## src/rtl/subres_pkg.sv

```systemverilog
`timescale 1ns/1ps
package subres_pkg;

    localparam int unsigned BYTES_PER_REG = 8;
    localparam int unsigned LANE_W        = $clog2(BYTES_PER_REG);
    localparam int unsigned NUM_WIDTHS    = $clog2(BYTES_PER_REG) + 1;

    typedef enum logic [1:0] {
        SW_B8  = 2'd0,
        SW_B16 = 2'd1,
        SW_B32 = 2'd2,
        SW_B64 = 2'd3
    } sub_width_e;

    typedef logic [BYTES_PER_REG-1:0] byte_mask_t;

endpackage

```

## src/rtl/subres_mask_gen.sv

```systemverilog
`timescale 1ns/1ps
module subres_mask_gen
    import subres_pkg::*;
(
    input  sub_width_e          width_i,
    input  logic [LANE_W-1:0]   lane_i,
    output byte_mask_t          mask_o,
    output logic                misalign_o
);

    byte_mask_t             cand_mask [NUM_WIDTHS];
    logic [NUM_WIDTHS-1:0]  cand_ok;

    // One candidate mask per width; the width code selects one.
    for (genvar k = 0; k < NUM_WIDTHS; k++) begin : g_width
        localparam int unsigned SPAN  = 1 << k;
        localparam int unsigned LANES = BYTES_PER_REG / SPAN;
        localparam byte_mask_t  UNIT  = byte_mask_t'((1 << SPAN) - 1);

        assign cand_ok[k]   = (32'(lane_i) < LANES);
        assign cand_mask[k] = UNIT << (32'(lane_i) * SPAN);
    end

    always_comb begin
        mask_o     = '0;
        misalign_o = 1'b1;
        unique case (width_i)
            SW_B8: begin
                misalign_o = !cand_ok[0];
                mask_o     = cand_ok[0] ? cand_mask[0] : '0;
            end
            SW_B16: begin
                misalign_o = !cand_ok[1];
                mask_o     = cand_ok[1] ? cand_mask[1] : '0;
            end
            SW_B32: begin
                misalign_o = !cand_ok[2];
                mask_o     = cand_ok[2] ? cand_mask[2] : '0;
            end
            SW_B64: begin
                misalign_o = !cand_ok[3];
                mask_o     = cand_ok[3] ? cand_mask[3] : '0;
            end
            default: begin
                misalign_o = 1'b1;
                mask_o     = '0;
            end
        endcase
    end

endmodule

```

## src/rtl/subres_table.sv

```systemverilog
`timescale 1ns/1ps
module subres_table
    import subres_pkg::*;
#(
    parameter  int unsigned NREG = 16,
    localparam int unsigned RW   = $clog2(NREG)
) (
    input  logic        clk,
    input  logic        rst_n,
    input  logic        set_en_i,
    input  logic [RW-1:0] set_idx_i,
    input  byte_mask_t  set_mask_i,
    input  logic        clr_en_i,
    input  logic [RW-1:0] clr_idx_i,
    input  byte_mask_t  clr_mask_i,
    input  logic [RW-1:0] rd_idx_i,
    output byte_mask_t  rd_mask_o
);

    byte_mask_t held_q [NREG];

    // One byte-hold register per architectural register.
    for (genvar r = 0; r < NREG; r++) begin : g_reg
        logic       hit_set;
        logic       hit_clr;
        byte_mask_t set_bits;
        byte_mask_t clr_bits;

        assign hit_set  = set_en_i && (32'(set_idx_i) == r);
        assign hit_clr  = clr_en_i && (32'(clr_idx_i) == r);
        assign set_bits = hit_set ? set_mask_i : '0;
        assign clr_bits = hit_clr ? clr_mask_i : '0;

        always_ff @(posedge clk or negedge rst_n) begin
            if (!rst_n) begin
                held_q[r] <= '0;
            end else if (hit_set || hit_clr) begin
                held_q[r] <= (held_q[r] & ~clr_bits) | set_bits;
            end
        end
    end

    always_comb begin
        rd_mask_o = '0;
        for (int r = 0; r < NREG; r++) begin
            if (32'(rd_idx_i) == r) begin
                rd_mask_o = held_q[r];
            end
        end
    end

endmodule

```

## src/rtl/subres_cascade.sv

```systemverilog
`timescale 1ns/1ps
module subres_cascade
    import subres_pkg::*;
#(
    parameter  int unsigned NREG = 16,
    localparam int unsigned RW   = $clog2(NREG)
) (
    input  logic          clk,
    input  logic          rst_n,
    input  logic [RW-1:0] q_reg_i,
    input  logic [1:0]    q_width_i,
    input  logic [2:0]    q_lane_i,
    input  logic          acc_i,
    input  logic          rel_i,
    input  logic [RW-1:0] rel_reg_i,
    input  logic [1:0]    rel_width_i,
    input  logic [2:0]    rel_lane_i,
    output logic          conflict_o,
    output logic          bad_o,
    output logic          err_o
);

    localparam logic [RW:0] NREG_W = (RW+1)'(NREG);

    byte_mask_t q_mask;
    byte_mask_t rel_mask;
    byte_mask_t held_mask;
    logic       q_misalign;
    logic       rel_misalign;
    logic       q_idx_ok;
    logic       rel_idx_ok;
    logic       q_bad;
    logic       q_conflict;
    logic       acc_take;
    logic       rel_take;
    logic       err_q;

    subres_mask_gen u_qmask (
        .width_i    (sub_width_e'(q_width_i)),
        .lane_i     (q_lane_i),
        .mask_o     (q_mask),
        .misalign_o (q_misalign)
    );

    subres_mask_gen u_rmask (
        .width_i    (sub_width_e'(rel_width_i)),
        .lane_i     (rel_lane_i),
        .mask_o     (rel_mask),
        .misalign_o (rel_misalign)
    );

    assign q_idx_ok   = ({1'b0, q_reg_i}   < NREG_W);
    assign rel_idx_ok = ({1'b0, rel_reg_i} < NREG_W);

    assign q_bad      = q_misalign || !q_idx_ok;
    assign q_conflict = !q_bad && |(q_mask & held_mask);

    assign acc_take   = acc_i && !q_bad && !q_conflict;
    assign rel_take   = rel_i && !rel_misalign && rel_idx_ok;

    subres_table #(.NREG(NREG)) u_table (
        .clk        (clk),
        .rst_n      (rst_n),
        .set_en_i   (acc_take),
        .set_idx_i  (q_reg_i),
        .set_mask_i (q_mask),
        .clr_en_i   (rel_take),
        .clr_idx_i  (rel_reg_i),
        .clr_mask_i (rel_mask),
        .rd_idx_i   (q_reg_i),
        .rd_mask_o  (held_mask)
    );

    always_ff @(posedge clk or negedge rst_n) begin
        if (!rst_n) begin
            err_q <= 1'b0;
        end else begin
            err_q <= acc_i && (q_bad || q_conflict);
        end
    end

    assign conflict_o = q_conflict;
    assign bad_o      = q_bad;
    assign err_o      = err_q;

endmodule

```

## config.mk

```make
export PLATFORM = sky130hd
export DESIGN_NAME = subres_cascade
export DESIGN_NICKNAME = d
export VERILOG_FILES = /design/src/rtl/subres_pkg.sv /design/src/rtl/subres_mask_gen.sv /design/src/rtl/subres_table.sv /design/src/rtl/subres_cascade.sv
export SDC_FILE = /design/constraint.sdc
export NUM_CORES = 1
export LEC_CHECK = 0
export CORE_MARGIN = 3
export CORE_UTILIZATION = 35
export CTS_CLUSTER_DIAMETER = 100
export DETAILED_ROUTE_END_ITERATION = 10
export PLACE_DENSITY = 0.54
export SLEW_MARGIN = 20
export SYNTH_ARGS = -nofsm -noshare
export SYNTH_HDL_FRONTEND = slang
export SYNTH_SLANG_ARGS = --single-unit
```

## constraint.sdc

```tcl
create_clock -name clk -period 3.7 [get_ports clk]
set_input_delay 0.37 -clock clk [delete_from_list [all_inputs] [get_ports clk]]
set_output_delay 0.37 -clock clk [all_outputs]
set_load 0.01 [all_outputs]
```

After elaboration in Yosys (flattened, before gate mapping). Index checks and enable logic that the tools add are counted.

Register bits: 129. Input port bits: 22. Output and inout bits: 3. Word-level logic and storage cells: 242.

Magnitude comparators: 6. Equality and inequality tests: 36. Shift operators: 8. Muxes and demuxes: 58. Bitwise logic cells: 49. Reduce and logical (&&, ||, !) cells: 68.

Operator list (count): 8-bit 2-to-1 mux (54); 8-bit bitwise AND (17); 8-bit inverter (16); 8-bit OR (16); 4-bit == test, second input constant (16); 8-bit case mux with 4 select lines (2); 1-bit logical AND (37); 4-bit by 3-bit == test with 1-bit output, second input constant (8); 1-bit logical OR (17); 4-bit by 2-bit == test with 1-bit output, second input constant (4); 1-bit by 3-bit left shift with 8-bit output, first input constant (2); 2-bit by 4-bit left shift with 8-bit output, first input constant (2); 4-bit by 5-bit left shift with 8-bit output, first input constant (2); 8-bit by 6-bit left shift with 8-bit output, first input constant (2); 1-bit zero test (9); 2-bit == test, second input constant (4); 4-bit by 1-bit == test with 1-bit output, second input constant (2); 4-bit zero test (2); 1-bit case mux with 4 select lines (2); 8-bit OR reduction (1); 3-bit by 1-bit less-than comparator with 1-bit output, second input constant (2); 3-bit by 2-bit less-than comparator with 1-bit output, second input constant (2); 3-bit less-than comparator, second input constant (2); 2-bit by 1-bit == test with 1-bit output, second input constant (2); 2-bit zero test (2).

Logic depth before layout (Yosys ltp). Gate-level depths: netlist of run 1.

Depth after elaboration: 25. Gate-level depth with buffers: 12. Gate-level depth less buffers: 7.

Cells and area by module. Synthesis of run 1 repeated with hierarchy kept, for this count alone.

Cells, all modules: 747. Area, all modules: 7247.0 um^2.

By module, submodules not included: subres_table (instances 1, cells each 654, area an instance 6617.6 um^2, seq. area each 3203.1 um^2); subres_mask_gen (instances 2, cells each 41, area an instance 269.0 um^2, seq. area each 0.0 um^2); subres_cascade (instances 1, cells each 11, area an instance 91.3 um^2, seq. area each 25.0 um^2).

Least setup slack after synthesis of run 1. Ideal clock, no wire load.

Kind: input to register. From: input q_reg_i[0]. To: register u_table.held_q[32] (netlist name). Library setup time: 110 ps. Data arrival time: 2765 ps. Data required time: 3590 ps. Setup slack: 825 ps. Stages: 11. Path buffers: 4. Cell sequence: buf_2 buf_6 buf_6 mux2_4 o2bb2ai_1 a21oi_1 o221ai_1 a222oi_1 nand3_2 buf_2 o41ai_1.

Longest elaborated chain between the ends: 25. Elaborated cells between the ends (all ways): 41. Those cells by class: eq/ne: 15; mux: 17; bitwise: 2; reduce/logical: 7.

Ends and longest elaborated chain: start: declaration (RTL line subres_cascade.sv:10) `input logic [RW-1:0] q_reg_i,`; 4-bit zero test (RTL line subres_table.sv:46) `if (32'(rd_idx_i) == r) begin`; 8-bit 2-to-1 mux (16 in series) (RTL line subres_table.sv:46); 8-bit bitwise AND (RTL line subres_cascade.sv:56) `assign q_conflict = !q_bad && |(q_mask & held_mask);`; 8-bit OR reduction (RTL line subres_cascade.sv:56); 1-bit logical AND (RTL line subres_cascade.sv:56); 1-bit zero test (RTL line subres_cascade.sv:58) `assign acc_take = acc_i && !q_bad && !q_conflict;`; 1-bit logical AND (RTL line subres_cascade.sv:58); 1-bit logical AND (*) (RTL line subres_table.sv:29) `assign hit_set = set_en_i && (32'(set_idx_i) == r);`; 8-bit 2-to-1 mux (RTL line subres_table.sv:31) `assign set_bits = hit_set ? set_mask_i : '0;`; 8-bit OR (RTL line subres_table.sv:38) `held_q[r] <= (held_q[r] & ~clr_bits) | set_bits;`; end signal: indexed assignment (RTL line subres_table.sv:38); end: declaration (RTL line subres_table.sv:20) `byte_mask_t held_q [NREG];`.

Every way passes the cells marked *; elsewhere a longest branch is shown, timed or not. A chain may end at the register's enable or synchronous reset.

Worst setup path after layout of run 1.
From: input q_reg_i[2]. To: output conflict_o.

Longest elaborated chain between the ends: 20. Elaborated cells between the ends (all ways): 35. Those cells by class: eq/ne: 15; mux: 16; bitwise: 1; reduce/logical: 3.

Ends and longest elaborated chain: 4-bit zero test (RTL line subres_table.sv:46); 8-bit 2-to-1 mux (15 in series) (RTL line subres_table.sv:46); 8-bit 2-to-1 mux (*) (RTL line subres_table.sv:46); 8-bit bitwise AND (*) (RTL line subres_cascade.sv:56); 8-bit OR reduction (*) (RTL line subres_cascade.sv:56); 1-bit logical AND (*) (RTL line subres_cascade.sv:56); end: declaration (RTL line subres_cascade.sv:18) `output logic conflict_o,`.

Marks and branches as above.

==> metrics.md, run 1 <==
| Metric | Value |
|---|---|
| Final WL | `roughly 28000 um` |
| CTS tree | `done` |
| Drt first pass iters | `6` |
| Avg WL per Cell | `24.89 um` |
| Pwr Density | `455.5 nW/um2` |
| CP max FO | `12` |
| Number of enable flip-flop cells after synthesis | `0` |
| Worst path cell trace | `clkdlybuf4s50_1 > buf_4 > nor3b_1 > a21oi_1 > a2bb2oi_1 > o221ai_1 > a222oi_1 > nand3_2 > dlymetal6s2s_1` |
| Synth Instances | `800` |
| RR Endpoint | `u_table.held_q[80]` |
| Unique masters post-synth | `70` |
| Pre-CTS WS | `0.04785 ns` |
| Filler cell count | `2038` |
| Tot Pwr | `0.004011 W` |
| Overflow after GRT | `0` |
| Die X | `151.6 um` |
| Syn_nets | `822` |
| Pin count of the biggest net entering global routing | `92` |
| P_leak | `3.580 nW` |
| Slowest stage cell on the critical path | `a222oi_1` |
| Initial antenna violation count | `1` |
| Hold buffers post-CTS | `0` |
| Core footprint | `around 21000 um2` |
| Layout cells sized above 1 | `between 15 and 20%` |
| Die Span Y | `151.6 um` |
| Commonest non-fill, non-tap cells in the layout | `o21ai_0, dfrtp_1, buf_4` |
| FF+latch count, synth | `~130` |
| Status | `complete, no violations` |
| Hold Vio Cnt, Final | `0` |
| Final ANT Viol Nets | `0` |
| CTS Buf Count | `17` |
| Slowest stage delay, CP | `0.53 ns` |
| Worst path required time | `3.33 ns` |
| Routability cong. | `0.9591` |
| Leading cell type in the layout, fill and taps excluded | `o21ai_0` |
| Period minus WS final | `approximately 3.3 ns` |
| Resized cells post-CTS | `0` |
| Max Slew Vio Count | `0` |
| R2r setup slk | `0.75 ns` |
| Worst-case reg-to-reg path depth | `9` |
| Port Buf Inserts | `24` |
| Vias in the first global route | `7123` |
| RSZ-0062 raised after global routing | `no` |
| Fmax | `0.2990 GHz` |
| Worst hold path class | `in2async` |
| Initial DRC count | `867` |
| CP startpoint kind | `input pin` |
| Final period util | `90.38%` |
| Final setup vio count | `0` |
| Total GRT Usage | `24.92%` |
| Setup Skew | `approximately 0.0085 ns` |
| I/O pin cnt | `25` |
| First-pass GRT wire length | `43210 um` |
| DR vias/cell | `6.378` |
| Worst EP arrival | `between 2 and 3 ns` |
| # H-tree levels | `4` |
| Via Count | `7163` |
| Post-CTS setup buffer count | `0` |
| Sequential-to-total area share from yosys stat | `43.48%` |
| Slew HR | `around two fifths` |
| Clock-pin slew on the worst setup and hold paths | `0.06 ns` |
| DRC Markers | `0` |
| FF-to-FF Start | `u_table.held_q[104]` |
| NumNets Final | `861` |
| Post-DP HPWL | `19400 um` |
| Initial core utilization | `between 30% and 40%` |
| Post-Syn Area | `7425 um2` |
| Root buffer cell | `clkbuf_16` |
| Synth Flop Type | `dfrtp_1` |
| CP endpoint kind | `primary output` |
| Crit Path Category | `in2out` |
| Tightest Pin Transition | `0.8743 ns` |
| Setup TNS | `0 ns` |
| Clk Latency, worst-skew pair | `0.42 ns` |
| Syn. warnings | `0` |
| Max Root-Sink Buffers | `2` |
| Post-synth ARST share | `100.0%` |
| Final WS setup | `0.3560 ns` |
| Syn avg cell area | `between 9 and 10 um2` |
| Num rows | `52` |
| Maximum vdd drop | `0.2203 mV` |
| P&R area growth vs syn | `18.60%` |
| Max-cap viol count | `0` |
| CTS Sinks | `129` |
| Area of the die | `23000 um2` |
[routing by layer]
| layer | wire length, um | up-vias | track usage, % |
|---|---|---|---|
| met2 | 12950 | 349 | 38.58 |
| met3 | 2184 | 67 | 5.027 |
| met1 | 11970 | 3603 | 34.29 |
| li1 | - | 3144 | - |
| met5 | 0 | - | 0 |
| met4 | 849 | 0 | 9.883 |
[power by group]
group | internal (W) | switching [W]
Sequential | 0.00153 | 0.0000760
Combinational | 0.000230 | 0.000409
Clock | 0.00110 | 0.000660
[stage by stage]
| stage | instance area [um2] | utilization [%] | hold WS (ns) | std cells |
|---|---|---|---|---|
| finish | 8806 | 42.83 | 0.03850 | 1123 |
| global route | 8806 | 42.83 | 0.08333 | 1123 |
| CTS | 8787 | 42.74 | 0.05737 | 1122 |
| detailed placement | 8173 | 39.75 | 0.4986 | 1090 |
| global placement | 8173 | 39.75 | 0.4863 | 1090 |
| floorplan | 7425 | - | 0.07441 | 800 |
[Yosys cell counts (5+ instances only)]
cell type,n,area (um2)
nand2b_1,18,112.6
inv_1,13,48.80
o21ai_0,222,1111
o41ai_2,17,276.5
nand3_1,22,110.1
a21oi_1,23,115.1
nor2b_1,8,50.05
o41ai_1,31,271.5
o22ai_1,6,37.54
o211ai_1,6,45.04
nand3b_1,10,75.07
buf_4,6,45.04
buf_2,20,100.1
a2bb2oi_1,5,43.79
mux2i_1,23,230.2
clkbuf_1,35,131.4
a22oi_1,6,45.04
dfrtp_1,129,3228
nor3b_1,5,37.54
mux2_2,6,67.56
xnor2_1,5,43.79
nand4b_1,5,43.79
nor2_1,25,93.84
nor3_1,12,60.06
a31oi_1,5,31.28
a211oi_1,6,45.04
or3_1,5,31.28
nand2_1,44,165.2
[kinds of logic (layout without fill, tap and decap cells)]
group / after synthesis / in the layout / synth area share, %
flip-flops: 129 / 129 / 43.48
buffers and inverters: 81 / 133 / 5.039
multiplexers: 32 / 32 / 4.820
AND/OR/NAND/NOR: 173 / 173 / 12.45
other: 0 / 1 / 0
XOR/XNOR: 6 / 6 / 0.7078
AO/OA/AOI/OAI: 379 / 379 / 33.50
[layout make-up]
type                       count  area [um2]  area share (%)
sequential                   129        3228           36.66
antenna                        1       2.502         0.02842
multi-input combinational    590        3839           43.59
clock buffer                  22       464.2           5.271
clock inverter                10       150.1           1.705
inverter                      14       52.55          0.5968
timing repair buffer          87       732.0           8.312
tap                          270       337.8           3.836
[critical path: cells and delay by family]
kind                   cells  cell delay [ns]
AO/OA/AOI/OAI              4             1.23
buffers and inverters      3             0.98
AND/OR/NAND/NOR            2             0.40
[how the worst max path moves through the flow]
| stage | end | cells after the start | slack (ns) | startpoint |
|---|---|---|---|---|
| global route | u_table.held_q[89] | 11 | 0.29 | q_reg_i[3] |
| finish | conflict_o | 9 | 0.36 | q_reg_i[2] |
| CTS | conflict_o | 9 | 0.10 | q_reg_i[2] |
| global placement | conflict_o | 9 | 0.14 | q_reg_i[3] |
| detailed placement | u_table.held_q[104] | 10 | 0.05 | q_reg_i[2] |
| floorplan | u_table.held_q[32] | 11 | 0.82 | q_reg_i[0] |
[registers in the layout, summed over array words and instances (netlist names)]
register and count:
err_o 1, u_table.held_q 128
(Power assumes the default switching activity.)
==> inputs of run 2 (changes only) <==
--- a/config.mk
+++ b/config.mk
@@ -9,8 +9,9 @@
 export CORE_UTILIZATION = 35
 export CTS_CLUSTER_DIAMETER = 100
 export DETAILED_ROUTE_END_ITERATION = 10
-export PLACE_DENSITY = 0.54
+export PLACE_DENSITY = 0.55
 export SLEW_MARGIN = 20
 export SYNTH_ARGS = -nofsm -noshare
 export SYNTH_HDL_FRONTEND = slang
+export SYNTH_HIERARCHICAL = 1
 export SYNTH_SLANG_ARGS = --single-unit
==> metrics.md, run 2 <==
| Metric | Value |
|---|---|
| Status | `complete, no violations` |
| P_leak | `3.733 nW (+4.3%)` |
| Routability cong. | `0.9432 (-1.7%)` |
| Worst path cell trace | `mux4_1 > a32oi_1 > nor2_1 > a2111o_1 > a22oi_1 > and4_1 > and3_1 > buf_4 > nand3b_1 > nor2_1 > a22o_1` |
| Die X | `149.9 um (-1.2%)` |
| Filler cell count | `1956 (-4.0%)` |
| Tot Pwr | `0.003760 W (-6.3%)` |
| CTS Buf Count | `17 (unchanged)` |
| Clock-pin slew on the worst setup and hold paths | `0.06 ns (about the same)` |
| # H-tree levels | `4 (unchanged)` |
| Hold Vio Cnt, Final | `0 (unchanged)` |
| Syn avg cell area | `9.701 um2 (+4.5%)` |
| Slowest stage cell on the critical path | `nor2_1` |
| Area occupied by multi-input gates | `3741 um2 (-2.5%)` |
| Clk Latency, worst-skew pair | `0.42 ns (about the same)` |
| Initial core utilization | `35.70% (-0.41 points)` |
| Root buffer cell | `clkbuf_16` |
| Die Span Y | `149.9 um (-1.2%)` |
| Post-Syn Area | `7247 um2 (-2.4%)` |
| Final Instance Count excl. Fillers | `1086 (-3.3%)` |
| Compound-cell area share of the yosys netlist | `25.62% (-7.9 points)` |
| DRC Markers | `0 (unchanged)` |
| Period minus WS final | `3.499 ns (+0.1548 ns)` |
| Initial antenna violation count | `1 (unchanged)` |
| P&R area growth vs syn | `21.06%` |
| Post-synthesis xor/xnor area fraction | `0.9669% (+0.26 points)` |
| Final ANT Viol Nets | `0 (unchanged)` |
| CTS Sinks | `129 (unchanged)` |
| Most common cell in the netlist | `nand2_1` |
| Vias in the first global route | `6608 (-7.2%)` |
| Worst path required time | `4.05 ns (+0.72 ns)` |
| Area of the die | `22470 um2 (-2.3%)` |
| Core footprint | `20300 um2 (-1.3%)` |
| Overflow after GRT | `0 (unchanged)` |
| Worst hold path class | `in2async` |
| Commonest non-fill, non-tap cells in the layout | `nand2_1, a22o_1, dfrtp_1` |
| Initial DRC count | `669 (-23%)` |
| Final WS setup | `0.2012 ns (-0.1548 ns)` |
| Worst EP arrival | `3.85 ns (+0.88 ns)` |
| First-pass GRT wire length | `41490 um (-4.0%)` |
| Max Slew Vio Count | `0 (unchanged)` |
| Pwr Density | `428.5 nW/um2 (-5.9%)` |
| Syn. warnings | `6 (+6)` |
| Number of enable flip-flop cells after synthesis | `0 (unchanged)` |
| Total GRT Usage | `24.59% (-0.33 points)` |
| Sequential-to-total area share from yosys stat | `44.54% (+1.1 points)` |
| Most frequent CP cell | `nor2_1` |
| GR Util met1 | `35.13% (+0.83 points)` |
| Tightest Pin Transition | `1.048 ns (+0.1738 ns)` |
| WHS | `0.08742 ns (+0.04892 ns)` |
| I/O pin cnt | `25 (unchanged)` |
| Post-Synth Simple-Gate Area | `18.23% (+5.8 points)` |
| Port Buf Inserts | `24 (unchanged)` |
| Syn_nets | `769 (-6.4%)` |
| Via Count | `6660 (-7.0%)` |
| GRT met3 Usage | `5.845% (+0.82 points)` |
| Synth top cells by count | `nand2_1, a22o_1, dfrtp_1, nor2_1, a21oi_1` |
| Register area | `3228 um2 (unchanged)` |
| Fmax | `0.2858 GHz (-4.4%)` |
| Routing usage on met2 | `36.56% (-2.0 points)` |
| Max reg flops | `128 (unchanged)` |
| Num rows | `52 (unchanged)` |
| Maximum vdd drop | `0.2914 mV (+32%)` |
| Crit Path Category | `reg2reg` |
| Post-synth ARST share | `100.0% (unchanged)` |
| Reg with most FFs | `u_table/held_q` |
| Post-synthesis mux area share | `5.715% (+0.90 points)` |
| Largest family of logic cells by synthesized area | `compound AO/OA/AOI/OAI gates` |
| Yosys top cell area share | `44.54% (+1.1 points)` |
| Post-Synth Adder-Cell Area | `0% (unchanged)` |
| Max Root-Sink Buffers | `2 (unchanged)` |
| Fin area | `8773 um2 (-0.37%)` |
| Pre-CTS WS | `-0.5399 ns (-0.5878 ns)` |
| GRT Max-Usage Layer | `met2` |
| Synth area leader | `dfrtp_1` |
| Slowest stage delay, CP | `0.66 ns (+0.13 ns)` |
| CP startpoint kind | `flop` |
| Synth Flop Type | `dfrtp_1` |
| Avg WL per Cell | `24.77 um (-0.50%)` |
| Final WL | `26900 um (-3.8%)` |
| Pin count of the biggest net entering global routing | `104 (+13%)` |
| Diode count | `0 (-1)` |
| Post-DP Area | `8172 um2 (about the same)` |
| Hold buffers post-CTS | `0 (unchanged)` |
| Synth area leaders | `dfrtp_1, a22o_1, nand2_1` |
| CP max FO | `8 (-4)` |
| RSZ-0062 raised after global routing | `no` |
| Setup Skew | `0.009730 ns (+0.001237 ns)` |
| Final setup vio count | `0 (unchanged)` |
| Synth Instances | `747 (-6.6%)` |
| CTS tree | `done` |
| Post-DP HPWL | `18090 um (-6.7%)` |
| FF+latch count, synth | `129 (unchanged)` |
| DP Cell Count | `1055 (-3.2%)` |
| Slew HR | `29.96% (-12 points)` |
| NumNets Final | `827 (-3.9%)` |
| Leading cell type in the layout, fill and taps excluded | `nand2_1` |
| Unique masters post-synth | `73 (+4.3%)` |
| CP endpoint kind | `flop` |
| Drt first pass iters | `5 (-1)` |
| Final period util | `94.56% (+4.2 points)` |
| DR vias/cell | `6.133 (-3.9%)` |
| Max-cap viol count | `0 (unchanged)` |
| Layout cells sized above 1 | `19.12% (+3.2 points)` |
==> run 2: cell families after synthesis <==
kind of cell	after synthesis
and+or+nand+nor	270
AOI/OAI and AO/OA	236
DFF	129
buffers and inverters	74
muxes	30
xor gates and xnor gates	8
==> run 2: layer usage <==
metal,vias up,routed length [um]
met2,326,12000
met3,45,2070
met1,3389,12100
met4,2,705
met5,-,13
li1,2898,-
==> run 2: worst paths after layout <==
check | from | endpoint | slack (ns) | cells past startpoint
worst max-delay path | u_table/held_q[116] | u_table/held_q[37] | 0.20 | 11
worst min-delay path | rst_n | u_table/held_q[103] | 0.09 | 1
worst max register to register | u_table/held_q[116] | u_table/held_q[37] | 0.20 | 11
worst min register to register | u_table/held_q[1] | u_table/held_q[1] | 0.50 | 1
max in group asynchronous | rst_n | u_table/held_q[11] | 2.82 | 2
min in group clk | u_table/held_q[1] | u_table/held_q[1] | 0.50 | 1
==> run 2: report_power, final <==
group	internal (W)	switching [W]	total (W)
logic	0.000248	0.000329	0.000577
clock network	0.000949	0.000627	0.00158
registers	0.00153	0.0000800	0.00161
total	0.00272	0.00104	0.00376
==> run 2: critical path: cells and delay by family (launching register included) <==
family | cells | cell delay, ns
compound gates | 4 | 0.95
buf+inv | 1 | 0.13
flops | 1 | 0.38
mux | 1 | 0.61
simple gates | 5 | 1.37
==> run 2: what timing repair did <==
| item | CTS | global route |
|---|---|---|
| setup endpoints to repair | 12 | 89 |
| buffers inserted | 0 | 1 |
| pin swaps | 0 | 1 |
| gates resized for setup | 3 | 9 |
==> run 2: final cells by class <==
cell class              count  share of cell area (%)
multi-input cells         544                   42.64
flip-flops and latches    129                   36.79
repair buffers            104                   10.10
clock buffers              21                   5.248
well taps                 270                   3.851
clock inverters             9                  0.9840
inverters                   9                  0.3851
==> run 2: per-stage QoR <==
step,util (%),TNS [ns]
2_1_floorplan,-,0
6_report,43.22,0
5_1_grt,43.22,0
3_3_place_gp,40.26,-34.53
3_5_place_dp,40.26,-39.92
4_1_cts,42.99,0
